File: src/rtl/uvov_pkg.sv
package uvov_pkg;

    // Synchronized control and fault levels, one bit each
    typedef struct packed {
        logic under;
        logic over;
        logic lockout;
        logic latch_ctl;
        logic quiet;
        logic hold_bypass;
    } flags_t;

    localparam int FLAG_W = $bits(flags_t);

    // Reset state looks like supervisor-supply lockout, latched OV mode
    localparam flags_t FLAGS_RST = '{under: 1'b0, over: 1'b0, lockout: 1'b1,
                                     latch_ctl: 1'b0, quiet: 1'b0, hold_bypass: 1'b0};

    // Registered output state
    typedef struct packed {
        logic uv_n;
        logic ov_assert;
    } outs_t;

endpackage

File: src/rtl/uvov_sync.sv
module uvov_sync #(
    parameter int              WIDTH   = 1,
    parameter int              STAGES  = 2,
    parameter logic [WIDTH-1:0] RST_VAL = '0
) (
    input  logic             clk,
    input  logic             rst_n,
    input  logic [WIDTH-1:0] d,
    output logic [WIDTH-1:0] q
);

    logic [WIDTH-1:0] stg_q [STAGES];

    always_ff @(posedge clk or negedge rst_n) begin
        if (!rst_n) begin
            for (int i = 0; i < STAGES; i++) stg_q[i] <= RST_VAL;
        end else begin
            stg_q[0] <= d;
            for (int i = 1; i < STAGES; i++) stg_q[i] <= stg_q[i-1];
        end
    end

    assign q = stg_q[STAGES-1];

endmodule

File: src/rtl/uvov_hold_chan.sv
module uvov_hold_chan #(
    parameter int HOLD_CYCLES = 1000,
    parameter bit RST_ACTIVE  = 1'b0
) (
    input  logic clk,
    input  logic rst_n,
    input  logic fault,    // fault present this cycle
    input  logic freeze,   // keep an active channel active, delay held at zero
    input  logic flush,    // force inactive
    input  logic bypass,   // zero-length delay
    output logic active
);

    localparam int               CNT_W    = $clog2(HOLD_CYCLES + 1);
    localparam logic [CNT_W-1:0] CNT_LAST = CNT_W'(HOLD_CYCLES);

    typedef struct packed {
        logic             active;
        logic [CNT_W-1:0] cnt;
    } chan_t;

    chan_t st_d, st_q;

    always_comb begin
        st_d = st_q;
        if (flush) begin
            st_d.active = 1'b0;
            st_d.cnt    = '0;
        end else if (fault) begin
            st_d.active = 1'b1;
            st_d.cnt    = '0;
        end else if (st_q.active) begin
            if (freeze) begin
                st_d.cnt = '0;
            end else if (bypass || (st_q.cnt == CNT_LAST)) begin
                st_d.active = 1'b0;
                st_d.cnt    = '0;
            end else begin
                st_d.cnt = st_q.cnt + 1'b1;
            end
        end
    end

    always_ff @(posedge clk or negedge rst_n) begin
        if (!rst_n) begin
            st_q.active <= RST_ACTIVE;
            st_q.cnt    <= '0;
        end else begin
            st_q <= st_d;
        end
    end

    assign active = st_q.active;

    AST_FAULT_SETS_ACTIVE: assert property (@(posedge clk) disable iff (!rst_n)
        (fault && !flush) |=> active);

    AST_RELEASE_AFTER_FULL_HOLD: assert property (@(posedge clk) disable iff (!rst_n)
        ($fell(active) && !$past(flush) && !$past(bypass)) |-> ($past(st_q.cnt) == CNT_LAST));

    AST_CNT_IN_RANGE: assert property (@(posedge clk) disable iff (!rst_n)
        st_q.cnt <= CNT_LAST);

    AST_FREEZE_KEEPS_ACTIVE: assert property (@(posedge clk) disable iff (!rst_n)
        (active && freeze && !flush) |=> active);

    AST_FLUSH_CLEARS: assert property (@(posedge clk) disable iff (!rst_n)
        flush |=> !active);

endmodule

File: src/rtl/uvov_fault_ctrl.sv
module uvov_fault_ctrl #(
    parameter int HOLD_CYCLES    = 1000,
    parameter int SYNC_STAGES    = 2,
    parameter bit OV_ACTIVE_HIGH = 1'b0
) (
    input  logic clk,
    input  logic rst_n,
    input  logic under_async,
    input  logic over_async,
    input  logic lockout_async,
    input  logic latch_ctl_async,
    input  logic quiet_async,
    input  logic hold_bypass_async,
    output logic uv_n,
    output logic ov_out
);
    import uvov_pkg::*;

    flags_t raw_d;
    flags_t flg;
    logic   uv_active;
    logic   ov_active;
    outs_t  out_d, out_q;

    assign raw_d = '{under: under_async, over: over_async, lockout: lockout_async,
                     latch_ctl: latch_ctl_async, quiet: quiet_async,
                     hold_bypass: hold_bypass_async};

    uvov_sync #(
        .WIDTH  (FLAG_W),
        .STAGES (SYNC_STAGES),
        .RST_VAL(FLAGS_RST)
    ) u_sync (
        .clk  (clk),
        .rst_n(rst_n),
        .d    (raw_d),
        .q    (flg)
    );

    // Undervoltage: lockout counts as a fault so its end runs the delay
    uvov_hold_chan #(
        .HOLD_CYCLES(HOLD_CYCLES),
        .RST_ACTIVE (1'b1)
    ) u_uv_chan (
        .clk   (clk),
        .rst_n (rst_n),
        .fault (flg.under | flg.lockout),
        .freeze(1'b0),
        .flush (1'b0),
        .bypass(flg.hold_bypass),
        .active(uv_active)
    );

    // Overvoltage: latched while latch control is low, wiped by lockout
    uvov_hold_chan #(
        .HOLD_CYCLES(HOLD_CYCLES),
        .RST_ACTIVE (1'b0)
    ) u_ov_chan (
        .clk   (clk),
        .rst_n (rst_n),
        .fault (flg.over & ~flg.lockout),
        .freeze(~flg.latch_ctl),
        .flush (flg.lockout),
        .bypass(flg.hold_bypass),
        .active(ov_active)
    );

    always_comb begin
        out_d.uv_n      = ~(flg.lockout | (uv_active & ~flg.quiet));
        out_d.ov_assert = ov_active & ~flg.quiet & ~flg.lockout;
    end

    always_ff @(posedge clk or negedge rst_n) begin
        if (!rst_n) begin
            out_q <= '{uv_n: 1'b0, ov_assert: 1'b0};
        end else begin
            out_q <= out_d;
        end
    end

    assign uv_n = out_q.uv_n;

    generate
        if (OV_ACTIVE_HIGH) begin : g_ov_high
            assign ov_out = out_q.ov_assert;
        end else begin : g_ov_low
            assign ov_out = ~out_q.ov_assert;
        end
    endgenerate

    AST_LOCKOUT_FORCES_UV: assert property (@(posedge clk) disable iff (!rst_n)
        flg.lockout |=> !uv_n);

    AST_LOCKOUT_BLOCKS_OV: assert property (@(posedge clk) disable iff (!rst_n)
        flg.lockout |=> !out_q.ov_assert);

    AST_QUIET_BLOCKS_OV: assert property (@(posedge clk) disable iff (!rst_n)
        flg.quiet |=> !out_q.ov_assert);

    AST_QUIET_RELEASES_UV: assert property (@(posedge clk) disable iff (!rst_n)
        (flg.quiet && !flg.lockout) |=> uv_n);

    AST_OV_LEVEL_MAPS: assert property (@(posedge clk) disable iff (!rst_n)
        ov_out == (OV_ACTIVE_HIGH ? out_q.ov_assert : ~out_q.ov_assert));

endmodule

File: config.mk
export PLATFORM = sky130hd
export DESIGN_NAME = uvov_fault_ctrl
export DESIGN_NICKNAME = d
export VERILOG_FILES = /design/src/rtl/uvov_pkg.sv /design/src/rtl/uvov_sync.sv /design/src/rtl/uvov_hold_chan.sv /design/src/rtl/uvov_fault_ctrl.sv
export SDC_FILE = /design/constraint.sdc
export NUM_CORES = 1
export LEC_CHECK = 0
export ABC_AREA = 1
export BUFFER_PORTS_ARGS = -buffer_cell sky130_fd_sc_hd__clkbuf_2
export CELL_PAD_IN_SITES_DETAIL_PLACEMENT = 1
export CELL_PAD_IN_SITES_GLOBAL_PLACEMENT = 2
export CORE_AREA = 2 2 53 105
export CTS_BUF_LIST = sky130_fd_sc_hd__clkbuf_4
export DETAILED_ROUTE_END_ITERATION = 6
export DIE_AREA = 0 0 55 107
export PLACE_DENSITY_LB_ADDON = 0.12
export SLEW_MARGIN = 10
export SYNTH_ARGS = -nofsm -noshare
export SYNTH_HDL_FRONTEND = slang
export SYNTH_SLANG_ARGS = --single-unit
File: constraint.sdc
create_clock -name clk -period 1.25 [get_ports clk]
set_input_delay 0.1875 -clock clk [delete_from_list [all_inputs] [get_ports clk]]
set_output_delay 0.1875 -clock clk [all_outputs]
set_load 0.02 [all_outputs]
==> results of run 1 <==
==> worst paths after layout <==
check                             startpoint           endpoint  slack [ns]  depth (start not counted)
setup / recovery           u_uv_chan.st_q[1]  u_uv_chan.st_q[1]       -0.10                          9
hold / removal                         rst_n  u_ov_chan.st_q[0]        0.33                          3
setup reg to reg           u_uv_chan.st_q[1]  u_uv_chan.st_q[1]       -0.10                          9
hold reg to reg              u_sync.stg_q[7]        u_sync.q[1]        0.35                          0
max in group asynchronous              rst_n        u_sync.q[3]        0.66                          3
min in group clk             u_sync.stg_q[7]        u_sync.q[1]        0.35                          0
==> power groups by stage <==
stage / Clock, µW / Sequential (µW) / Combinational (µW)
floorplan: 0 / 1250 / 51.1
global placement: 0 / 1240 / 120
detailed placement: 0 / 1250 / 124
CTS: 712 / 1220 / 156
global route: 749 / 1230 / 178
finish: 679 / 1220 / 160
==> placed cells by master, fill, tap and decap left out, types with 3 or more instances in the layout <==
cell type	count
sky130_fd_sc_hd__o21ai_2	5
sky130_fd_sc_hd__nand2_2	6
sky130_fd_sc_hd__dlygate4sd3_1	7
sky130_fd_sc_hd__nor2_2	6
sky130_fd_sc_hd__nand4_1	4
sky130_fd_sc_hd__buf_4	26
sky130_fd_sc_hd__dfstp_2	3
sky130_fd_sc_hd__o22ai_2	3
sky130_fd_sc_hd__nand3_2	4
sky130_fd_sc_hd__nand3_4	6
sky130_fd_sc_hd__nor2_4	5
sky130_fd_sc_hd__clkbuf_2	9
sky130_fd_sc_hd__dfrtp_1	32
sky130_fd_sc_hd__inv_2	9
sky130_fd_sc_hd__inv_1	19
sky130_fd_sc_hd__nor3_4	3
sky130_fd_sc_hd__clkbuf_4	5
sky130_fd_sc_hd__nor2_1	9
sky130_fd_sc_hd__nand3_1	4
sky130_fd_sc_hd__xor2_1	5
sky130_fd_sc_hd__o21ai_1	7
sky130_fd_sc_hd__nand2_1	46
==> through the flow <==
stage	setup WS [ns]	utilization (%)	cells	setup TNS (ns)	cell area, µm²
global route	-0.184	47.7	305	-2.70	2430
finish	-0.102	47.7	305	-0.956	2430
global placement	-0.188	40.4	280	-1.58	2060
detailed placement	-0.219	40.4	280	-2.51	2060
CTS	-0.115	45.5	302	-1.35	2310
floorplan	0.000979	-	195	0	1790
==> cells by family after synthesis <==
family / after synthesis
AOI/OAI and AO/OA: 21
adders and majority gates: 4
xor gates and xnor gates: 8
and+or+nand+nor: 96
DFF: 36
buffers and inverters: 30
==> layer usage <==
metal	global-route usage (%)	vias up	share of wire (%)	routed length (µm)
met3	2.92	6	1.2	57
met5	0	-	0	0
met4	4.70	0	1.3	58
met1	15.2	741	33	1530
li1	-	718	-	-
met2	36.4	8	64	2960
==> final cells by class <==
class                           count  area, µm²  area share, %
Clock inverter                      3       23.8          0.978
Multi-Input combinational cell    130        942           38.8
Tap cell                           58       72.6           2.99
Timing Repair Buffer               43        330           13.6
Clock buffer                        5       37.5           1.54
Sequential cell                    36        906           37.3
Inverter                           30        118           4.84
==> repair_timing <==
item / in CTS / in global routing
pin swaps: 7 / 11
cloned: 1 / 0
endpoints found under the setup margin: 21 / 22
endpoints found under the hold margin: 39 / 0
resized for setup: 20 / 22
buffers inserted: 6 / 3
hold buffers: 7 / 0
==> registers in the layout (all words and copies together) (netlist names) <==
| name | cells |
|---|---|
| u_ov_chan.st_q | 10 |
| out_q | 1 |
| u_ov_chan.active | 1 |
| u_sync.stg_q | 6 |
| u_uv_chan.active | 1 |
| u_sync.q | 6 |
| uv_n | 1 |
| u_uv_chan.st_q | 10 |
==> worst reg2reg max path, stage by stage (launching register included) <==
cell                      delay [ns]
sky130_fd_sc_hd__dfrtp_1        0.44
sky130_fd_sc_hd__inv_2          0.10
sky130_fd_sc_hd__ha_4           0.14
sky130_fd_sc_hd__nand2_4        0.05
sky130_fd_sc_hd__nor2_4         0.12
sky130_fd_sc_hd__nand3_4        0.12
sky130_fd_sc_hd__nand3_4        0.14
sky130_fd_sc_hd__inv_4          0.05
sky130_fd_sc_hd__nand2_2        0.05
sky130_fd_sc_hd__o21ai_2        0.05
==> impl_results.html, run 1 <==
<table>
<tr><th>Metric</th><th>Value</th></tr>
<tr><th colspan="2">Synthesis</th></tr>
<tr><td>Share of the synthesized area in compound gates (AO/OA/AOI/OAI)</td><td>slightly below 8%</td></tr>
<tr><td>Multiplexer area fraction after synthesis</td><td>0%</td></tr>
<tr><td>Primary flip-flop cell chosen by synthesis mapping</td><td>sky130_fd_sc_hd__dfrtp_1</td></tr>
<tr><td>Top-area cell type share of the netlist area</td><td>roughly 46%</td></tr>
<tr><td>XOR/XNOR share of the synthesized area</td><td>under 10%</td></tr>
<tr><td>FF+latch count, synth</td><td>36</td></tr>
<tr><td>Number of nets in the synthesized netlist</td><td>between 200 and 250</td></tr>
<tr><td>Asr flop ratio synth</td><td>100%</td></tr>
<tr><td>Post-Synth Adder-Cell Area</td><td>2.79%</td></tr>
<tr><td>Number of distinct standard cells referenced by the synthesized netlist</td><td>29</td></tr>
<tr><td>Part of the Yosys area used for sequential elements</td><td>between 50 and 60%</td></tr>
<tr><td>Main combinational cell family by area after synthesis</td><td>simple AND/OR/NAND/NOR gates</td></tr>
<tr><td>Top post-synthesis cells by count</td><td>51 x sky130_fd_sc_hd__nand2_1, 33 x sky130_fd_sc_hd__dfrtp_1, 24 x sky130_fd_sc_hd__inv_1</td></tr>
<tr><td>Synth Instances</td><td>between 150 and 200</td></tr>
<tr><td>Cell taking the most area after synthesis</td><td>sky130_fd_sc_hd__dfrtp_1</td></tr>
<tr><td>Post-synthesis average cell area</td><td>about 9 µm²</td></tr>
<tr><td>Ranking of synthesized cells by area</td><td>sky130_fd_sc_hd__dfrtp_1 46%, sky130_fd_sc_hd__nand2_1 11%, sky130_fd_sc_hd__inv_1 5.0%</td></tr>
<tr><td>Post-Synthesis Cell Area</td><td>1790 µm²</td></tr>
<tr><td>Number of enable flip-flop cells after synthesis</td><td>0</td></tr>
<tr><td>Most common cell in the netlist</td><td>sky130_fd_sc_hd__nand2_1</td></tr>
<tr><td>Number of warnings printed during yosys synthesis</td><td>0</td></tr>
<tr><td>Share of synthesized cell area in and, or, nand and nor gates</td><td>about 29%</td></tr>
<tr><th colspan="2">Critical path</th></tr>
<tr><td>Crit path largest cell delay</td><td>between 0.4 and 0.5 ns</td></tr>
<tr><td>Crit path DAT</td><td>roughly 1.6 ns</td></tr>
<tr><td>CP Launch Type</td><td>flop</td></tr>
<tr><td>Worst path required time</td><td>around 1.5 ns</td></tr>
<tr><td>Cell type of the slowest stage on the worst timing path</td><td>sky130_fd_sc_hd__dfrtp_1</td></tr>
<tr><td>Family of cells with the greatest summed delay on the critical path</td><td>simple AND/OR/NAND/NOR gates</td></tr>
<tr><td>Buf+Inv Stages, Crit Path</td><td>2</td></tr>
<tr><td>Highest net fanout along the worst path</td><td>5</td></tr>
<tr><td>Cell mode on critical path</td><td>sky130_fd_sc_hd__nand3_4</td></tr>
<tr><td>Cell-by-cell listing of the critical path</td><td>inv_2 -&gt; ha_4 -&gt; nand2_4 -&gt; nor2_4 -&gt; nand3_4 -&gt; nand3_4 -&gt; inv_4 -&gt; nand2_2 -&gt; o21ai_2</td></tr>
<tr><td>Crit. End Element</td><td>flop</td></tr>
<tr><td>Category of the most critical setup path</td><td>flop to flop</td></tr>
<tr><th colspan="2">Clock network</th></tr>
<tr><td>Latest clock arrival within the worst-skew pair</td><td>0.35 ns</td></tr>
<tr><td>Clock Path Buffers</td><td>2</td></tr>
<tr><td>CTS tree</td><td>done</td></tr>
<tr><td>Clock Sink Count</td><td>36</td></tr>
<tr><td>Clock-pin slew on the worst setup and hold paths</td><td>0.13 ns</td></tr>
<tr><td>Buffer cell driving the clock tree root</td><td>sky130_fd_sc_hd__clkbuf_4</td></tr>
<tr><td>Number of clock buffers inserted by TritonCTS</td><td>5</td></tr>
<tr><td>H-tree depth</td><td>2</td></tr>
<tr><th colspan="2">Timing</th></tr>
<tr><td>Slew @ Worst Pin</td><td>between 0.3 and 0.4 ns</td></tr>
<tr><td>Minimum period implied by the final worst setup slack</td><td>1.35 ns</td></tr>
<tr><td>Hold_ws</td><td>about 0.33 ns</td></tr>
<tr><td>Max Fclk</td><td>about 740 MHz</td></tr>
<tr><td>Setup repair after global routing missed its margin</td><td>yes</td></tr>
<tr><td>Final setup violation count</td><td>21</td></tr>
<tr><td>Relative slew slack</td><td>between 70% and 80%</td></tr>
<tr><td>Slew Viols, Final</td><td>0</td></tr>
<tr><td>Endpoints failing hold</td><td>0</td></tr>
<tr><td>Fin crit share</td><td>108%</td></tr>
<tr><td>Fin worst setup slack</td><td>-0.102 ns</td></tr>
<tr><td>Max Clock Skew</td><td>0.0128 ns</td></tr>
<tr><th colspan="2">Detailed routing</th></tr>
<tr><td>Number of nets with antenna violations after routing</td><td>0</td></tr>
<tr><td>Sum of routed wire length over all layers</td><td>4610 µm</td></tr>
<tr><td>Count of routing violations after the opening detailed-route iteration</td><td>11</td></tr>
<tr><td>Average wire per cell in the routed design</td><td>15.1 µm</td></tr>
<tr><td>Number of remaining DRC errors</td><td>0</td></tr>
<tr><td>Pre-antenna DRT Iters</td><td>3</td></tr>
<tr><td>Overall via count from detail_route</td><td>between 1000 and 1500</td></tr>
<tr><td>Vias per std cell</td><td>4.83</td></tr>
<tr><th colspan="2">Outcome</th></tr>
<tr><td>Result of the run</td><td>finished with violations</td></tr>
<tr><td>Violated checks</td><td>negative setup slack</td></tr>
<tr><th colspan="2">Floorplan</th></tr>
<tr><td>I/O pin count</td><td>10</td></tr>
<tr><td>Die height</td><td>between 100 and 150 µm</td></tr>
<tr><td>Number of standard-cell rows in the floorplan</td><td>37</td></tr>
<tr><td>Core Region</td><td>between 5000 and 6000 µm²</td></tr>
<tr><td>Die width</td><td>55 µm</td></tr>
<tr><td>Initial core utilization</td><td>about a third</td></tr>
<tr><td>Area of the die</td><td>between 5000 and 6000 µm²</td></tr>
<tr><th colspan="2">Power</th></tr>
<tr><td>Internal power</td><td>around 1500 µW</td></tr>
<tr><td>Static leakage</td><td>between 0.001 and 0.0015 µW</td></tr>
<tr><td>Post-route total power</td><td>2060 µW</td></tr>
<tr><td>Power dissipated by switching net loads</td><td>approximately 580 µW</td></tr>
<tr><td>Pwr Density</td><td>approximately 850 nW/µm²</td></tr>
<tr><td>Maximum resistive drop on vdd</td><td>between 0.6 and 0.7 mV</td></tr>
<tr><td>Combinational power share</td><td>7.8%</td></tr>
<tr><td>Sequential cell fraction of total power</td><td>roughly 59%</td></tr>
<tr><td>Portion of total power attributed to the clock network</td><td>between 30% and 40%</td></tr>
<tr><td>Switching power as a share of total power</td><td>between 20% and 30%</td></tr>
<tr><th colspan="2">Global route</th></tr>
<tr><td>Vias in the first global route</td><td>~1600</td></tr>
<tr><td>Antenna violations before repair</td><td>0</td></tr>
<tr><td>Global Route Usage Sum</td><td>17.6%</td></tr>
<tr><td>Global-route wire length before repair</td><td>7320 µm</td></tr>
<tr><td>GRT overflow</td><td>0</td></tr>
<tr><td>Largest net degree at the start of global routing</td><td>37</td></tr>
<tr><th colspan="2">Finish</th></tr>
<tr><td>Area overhead of the layout relative to synthesis</td><td>35.5%</td></tr>
<tr><td>Number of fill cells</td><td>approximately 620</td></tr>
<tr><td>Total Nets Final</td><td>between 200 and 300</td></tr>
<tr><td>Layout cells sized above 1</td><td>between 40 and 50%</td></tr>
<tr><td>Number of antenna repair diodes</td><td>0</td></tr>
<tr><th colspan="2">Flow run</th></tr>
<tr><td>Max capacitance violation total</td><td>0</td></tr>
<tr><th colspan="2">Place</th></tr>
<tr><td>Sum of net half-perimeters after detailed placement</td><td>approximately 3200 µm</td></tr>
<tr><td>Final Wtd Congestion</td><td>between 0.7 and 0.8</td></tr>
<tr><td>Number of buffers added on ports</td><td>9</td></tr>
<tr><th colspan="2">Worst hold path</th></tr>
<tr><td>Worst hold path class</td><td>input pin to async pin</td></tr>
</table>
(Power assumes the default switching activity.)
==> inputs of run 2 (changes only) <==
--- a/config.mk
+++ b/config.mk
@@ -5,16 +5,16 @@
 export SDC_FILE = /design/constraint.sdc
 export NUM_CORES = 1
 export LEC_CHECK = 0
-export ABC_AREA = 1
 export BUFFER_PORTS_ARGS = -buffer_cell sky130_fd_sc_hd__clkbuf_2
 export CELL_PAD_IN_SITES_DETAIL_PLACEMENT = 1
 export CELL_PAD_IN_SITES_GLOBAL_PLACEMENT = 2
-export CORE_AREA = 2 2 53 105
+export CORE_AREA = 2 2 52 103
 export CTS_BUF_LIST = sky130_fd_sc_hd__clkbuf_4
 export DETAILED_ROUTE_END_ITERATION = 6
-export DIE_AREA = 0 0 55 107
+export DIE_AREA = 0 0 54 105
 export PLACE_DENSITY_LB_ADDON = 0.12
 export SLEW_MARGIN = 10
 export SYNTH_ARGS = -nofsm -noshare
 export SYNTH_HDL_FRONTEND = slang
+export SYNTH_HIERARCHICAL = 1
 export SYNTH_SLANG_ARGS = --single-unit
==> run 2 against run 1 <==
Net effect:
- the flow still finishes with violations (negative setup slack)
- die area fell by 3.7%
- first-iteration DRC count rose by 82%
- largest power group unchanged
- wire length rose by 2.2%
- critical path type unchanged
- non-clock buffer count rose by 19
==> impl_results.html, run 2 <==
<table>
<tr><th>Metric</th><th>Value</th></tr>
<tr><th colspan="2">Outcome</th></tr>
<tr><td>Result of the run</td><td>finished with violations</td></tr>
<tr><td>Violated checks</td><td>negative setup slack</td></tr>
<tr><th colspan="2">Timing</th></tr>
<tr><td>Setup repair after global routing missed its margin</td><td>yes</td></tr>
<tr><td>Max Clock Skew</td><td>0.0124 ns (-0.000361 ns)</td></tr>
<tr><td>Endpoints failing hold</td><td>0 (unchanged)</td></tr>
<tr><td>Final setup violation count</td><td>22 (+4.8%)</td></tr>
<tr><td>Slew Viols, Final</td><td>0 (unchanged)</td></tr>
<tr><td>Minimum period implied by the final worst setup slack</td><td>1.49 ns (+0.140 ns)</td></tr>
<tr><td>Fin crit share</td><td>119% (+11 points)</td></tr>
<tr><td>Fin worst setup slack</td><td>-0.242 ns (-0.140 ns)</td></tr>
<tr><td>Max Fclk</td><td>670 MHz (-9.4%)</td></tr>
<tr><th colspan="2">Critical path</th></tr>
<tr><td>Setup slack, reg-to-reg</td><td>-0.24 ns (-0.14 ns)</td></tr>
<tr><td>Worst flop-to-flop path startpoint</td><td>u_sync/q[3]</td></tr>
<tr><td>Crit. End Element</td><td>flop</td></tr>
<tr><td>Critical R2R Capture</td><td>u_uv_chan/st_q[8]</td></tr>
<tr><td>CP Launch Type</td><td>flop</td></tr>
<tr><td>Highest net fanout along the worst path</td><td>16 (+11)</td></tr>
<tr><td>Category of the most critical setup path</td><td>flop to flop</td></tr>
<tr><td>Worst Setup SP</td><td>u_sync/q[3]</td></tr>
<tr><td>Crit path DAT</td><td>1.76 ns (+0.16 ns)</td></tr>
<tr><td>Worst path required time</td><td>1.52 ns (+0.02 ns)</td></tr>
<tr><td>R2R depth</td><td>6 (-3)</td></tr>
<tr><th colspan="2">Detailed routing</th></tr>
<tr><td>Sum of routed wire length over all layers</td><td>4710 µm (+2.2%)</td></tr>
<tr><td>Pre-antenna DRT Iters</td><td>4 (+1)</td></tr>
<tr><td>Number of remaining DRC errors</td><td>0 (unchanged)</td></tr>
<tr><td>Overall via count from detail_route</td><td>1493 (+1.4%)</td></tr>
<tr><td>Count of routing violations after the opening detailed-route iteration</td><td>20 (+9)</td></tr>
<tr><td>Vias per std cell</td><td>5.33 (+10%)</td></tr>
<tr><td>Average wire per cell in the routed design</td><td>16.8 µm (+11%)</td></tr>
<tr><td>Number of nets with antenna violations after routing</td><td>0 (unchanged)</td></tr>
<tr><th colspan="2">Synthesis</th></tr>
<tr><td>Top-area cell type share of the netlist area</td><td>45.4% (-0.70 points)</td></tr>
<tr><td>Number of warnings printed during yosys synthesis</td><td>6 (+6)</td></tr>
<tr><td>Primary flip-flop cell chosen by synthesis mapping</td><td>sky130_fd_sc_hd__dfrtp_1</td></tr>
<tr><td>Post-synthesis average cell area</td><td>11.2 µm² (+22%)</td></tr>
<tr><td>FF+latch count, synth</td><td>36 (unchanged)</td></tr>
<tr><td>Number of distinct standard cells referenced by the synthesized netlist</td><td>31 (+6.9%)</td></tr>
<tr><td>Post-Synthesis Cell Area</td><td>1820 µm² (+1.5%)</td></tr>
<tr><td>Ranking of synthesized cells by area</td><td>sky130_fd_sc_hd__dfrtp_1 45%, sky130_fd_sc_hd__a31oi_1 8.9%, sky130_fd_sc_hd__dfstp_2 4.3%</td></tr>
<tr><td>Number of enable flip-flop cells after synthesis</td><td>0 (unchanged)</td></tr>
<tr><td>Most common cell in the netlist</td><td>sky130_fd_sc_hd__dfrtp_1</td></tr>
<tr><td>Cell taking the most area after synthesis</td><td>sky130_fd_sc_hd__dfrtp_1</td></tr>
<tr><td>Part of the Yosys area used for sequential elements</td><td>49.7% (-0.76 points)</td></tr>
<tr><td>Synth Instances</td><td>162 (-17%)</td></tr>
<tr><td>Top post-synthesis cells by count</td><td>33 x sky130_fd_sc_hd__dfrtp_1, 26 x sky130_fd_sc_hd__a31oi_1, 11 x sky130_fd_sc_hd__inv_1</td></tr>
<tr><td>Asr flop ratio synth</td><td>100% (unchanged)</td></tr>
<tr><th colspan="2">Floorplan</th></tr>
<tr><td>Die height</td><td>105 µm (-1.9%)</td></tr>
<tr><td>I/O pin count</td><td>10 (unchanged)</td></tr>
<tr><td>Core Region</td><td>4860 µm² (-4.5%)</td></tr>
<tr><td>Number of standard-cell rows in the floorplan</td><td>36 (-2.7%)</td></tr>
<tr><td>Die width</td><td>54 µm (-1.8%)</td></tr>
<tr><td>Area of the die</td><td>5670 µm² (-3.7%)</td></tr>
<tr><td>Initial core utilization</td><td>37.4% (+2.2 points)</td></tr>
<tr><th colspan="2">Power</th></tr>
<tr><td>Static leakage</td><td>0.00108 µW (+3.4%)</td></tr>
<tr><td>Pwr Density</td><td>847 nW/µm² (-0.24%)</td></tr>
<tr><td>Maximum resistive drop on vdd</td><td>0.549 mV (-12%)</td></tr>
<tr><td>Post-route total power</td><td>2100 µW (+2.0%)</td></tr>
<tr><th colspan="2">Clock network</th></tr>
<tr><td>Buffer cell driving the clock tree root</td><td>sky130_fd_sc_hd__clkbuf_4</td></tr>
<tr><td>CTS tree</td><td>done</td></tr>
<tr><td>H-tree depth</td><td>2 (unchanged)</td></tr>
<tr><td>Number of clock buffers inserted by TritonCTS</td><td>5 (unchanged)</td></tr>
<tr><td>Clock-pin slew on the worst setup and hold paths</td><td>0.13 ns (about the same)</td></tr>
<tr><td>Clock Sink Count</td><td>36 (unchanged)</td></tr>
<tr><td>Latest clock arrival within the worst-skew pair</td><td>0.34 ns (about the same)</td></tr>
<tr><td>Clock Path Buffers</td><td>2 (unchanged)</td></tr>
<tr><th colspan="2">Global route</th></tr>
<tr><td>GRT overflow</td><td>0 (unchanged)</td></tr>
<tr><td>Antenna violations before repair</td><td>0 (unchanged)</td></tr>
<tr><td>Global-route wire length before repair</td><td>8020 µm (+9.6%)</td></tr>
<tr><td>Largest net degree at the start of global routing</td><td>23 (-38%)</td></tr>
<tr><td>Vias in the first global route</td><td>1710 (+5.2%)</td></tr>
<tr><td>Global Route Usage Sum</td><td>19.0% (+1.5 points)</td></tr>
<tr><th colspan="2">Flow run</th></tr>
<tr><td>Max capacitance violation total</td><td>0 (unchanged)</td></tr>
<tr><th colspan="2">Worst hold path</th></tr>
<tr><td>Worst hold path class</td><td>input pin to async pin</td></tr>
<tr><th colspan="2">Place</th></tr>
<tr><td>Final Wtd Congestion</td><td>0.777 (+2.4%)</td></tr>
<tr><td>Sum of net half-perimeters after detailed placement</td><td>3370 µm (+6.8%)</td></tr>
<tr><td>Post-Place Cell Area</td><td>2200 µm² (+6.9%)</td></tr>
<tr><td>Number of buffers added on ports</td><td>9 (unchanged)</td></tr>
<tr><th colspan="2">Finish</th></tr>
<tr><td>Most frequent cells in the layout</td><td>37 x sky130_fd_sc_hd__buf_4, 32 x sky130_fd_sc_hd__dfrtp_1, 25 x sky130_fd_sc_hd__a31oi_1</td></tr>
<tr><td>Area overhead of the layout relative to synthesis</td><td>36.5%</td></tr>
<tr><td>Registers with the most flip-flops</td><td>u_ov_chan/st_q: 10 flops, u_uv_chan/st_q: 10 flops</td></tr>
<tr><td>Total Nets Final</td><td>234 (-9.3%)</td></tr>
<tr><td>Layout cells sized above 1</td><td>43.5% (+0.58 points)</td></tr>
<tr><td>Final std cell area, no fill</td><td>2480 µm² (+2.3%)</td></tr>
<tr><td>Number of antenna repair diodes</td><td>0 (unchanged)</td></tr>
<tr><td>Most common cell after layout, fill and taps aside</td><td>sky130_fd_sc_hd__buf_4</td></tr>
</table>
run 2: cell types whose count changed after synthesis, sizes merged, moves of 5 or more:
cell	change
a31oi	+28
nand2	-50
nand3b	+10
nor2	-21
buf	+14
o21ai	-5
and3	+6
xor2	-6
inv	-19
nand3	-5
run 2: through the flow:
stage	setup slack [ns]	setup TNS, ns	util [%]	hold WS (ns)	cells
3_5_place_dp	-0.273	-4.24	45.2	0.128	257
5_1_grt	-0.335	-5.22	51.1	0.309	280
2_1_floorplan	-0.182	-3.13	-	-0.108	167
4_1_cts	-0.247	-3.50	49.7	0.267	275
6_report	-0.242	-3.37	51.1	0.276	280
3_3_place_gp	-0.229	-3.45	45.2	0.114	257
run 2: power by group:
part | internal [µW] | switching (µW)
Combinational | 110 | 116
Clock | 222 | 439
Sequential | 1200 | 17.8
run 2: worst max-delay path, stage by stage, from the launching register on:
cell                       delay [ns]
sky130_fd_sc_hd__dfstp_2         0.42
sky130_fd_sc_hd__or2_4           0.26
sky130_fd_sc_hd__nor3b_4         0.23
sky130_fd_sc_hd__buf_12          0.18
sky130_fd_sc_hd__buf_4           0.12
sky130_fd_sc_hd__nand3b_1        0.07
sky130_fd_sc_hd__a31oi_1         0.14
run 2: routing by layer:
layer	track usage [%]	wire length (µm)
met2	35.1	2820
met4	7.32	38
met1	20.6	1820
met3	2.14	30
met5	0	0
run 2: kinds of logic (layout without fill, tap and decap cells):
logic type      count (synthesis)  after routing  share of synthesized area [%]
flops                          36             36                           49.7
fa+ha+maj                       4              4                           2.75
other cells                     1              6                          0.206
simple gates                   53             53                           22.1
buf+inv                        25             81                           8.87
compound gates                 43             43                           16.4
run 2: worst max-delay path by stage:
stage | to | slack [ns] | depth (start not counted)
2_1_floorplan | u_uv_chan/st_q[3] | -0.18 | 5
3_3_place_gp | u_uv_chan/st_q[9] | -0.23 | 3
3_5_place_dp | u_uv_chan/st_q[7] | -0.27 | 3
4_1_cts | u_uv_chan/st_q[7] | -0.25 | 5
5_1_grt | u_uv_chan/st_q[7] | -0.33 | 5
6_report | u_uv_chan/st_q[8] | -0.24 | 6
run 2: what timing repair did:
action,4_1_cts,5_1_grt
endpoints found under the setup margin,22,22
hold buffers,7,0
buffers inserted,3,5
pin swaps,3,7
hold endpoints to repair,17,0
gates resized for setup,13,9
run 2: area by class of cell:
type	count	area, µm²
multi-input combinational	106	867
inverter	11	41.3
tap	57	71.3
sequential	36	906
fill	543	2380
timing repair buffer	62	538
clock buffer	5	37.5
clock inverter	3	23.8
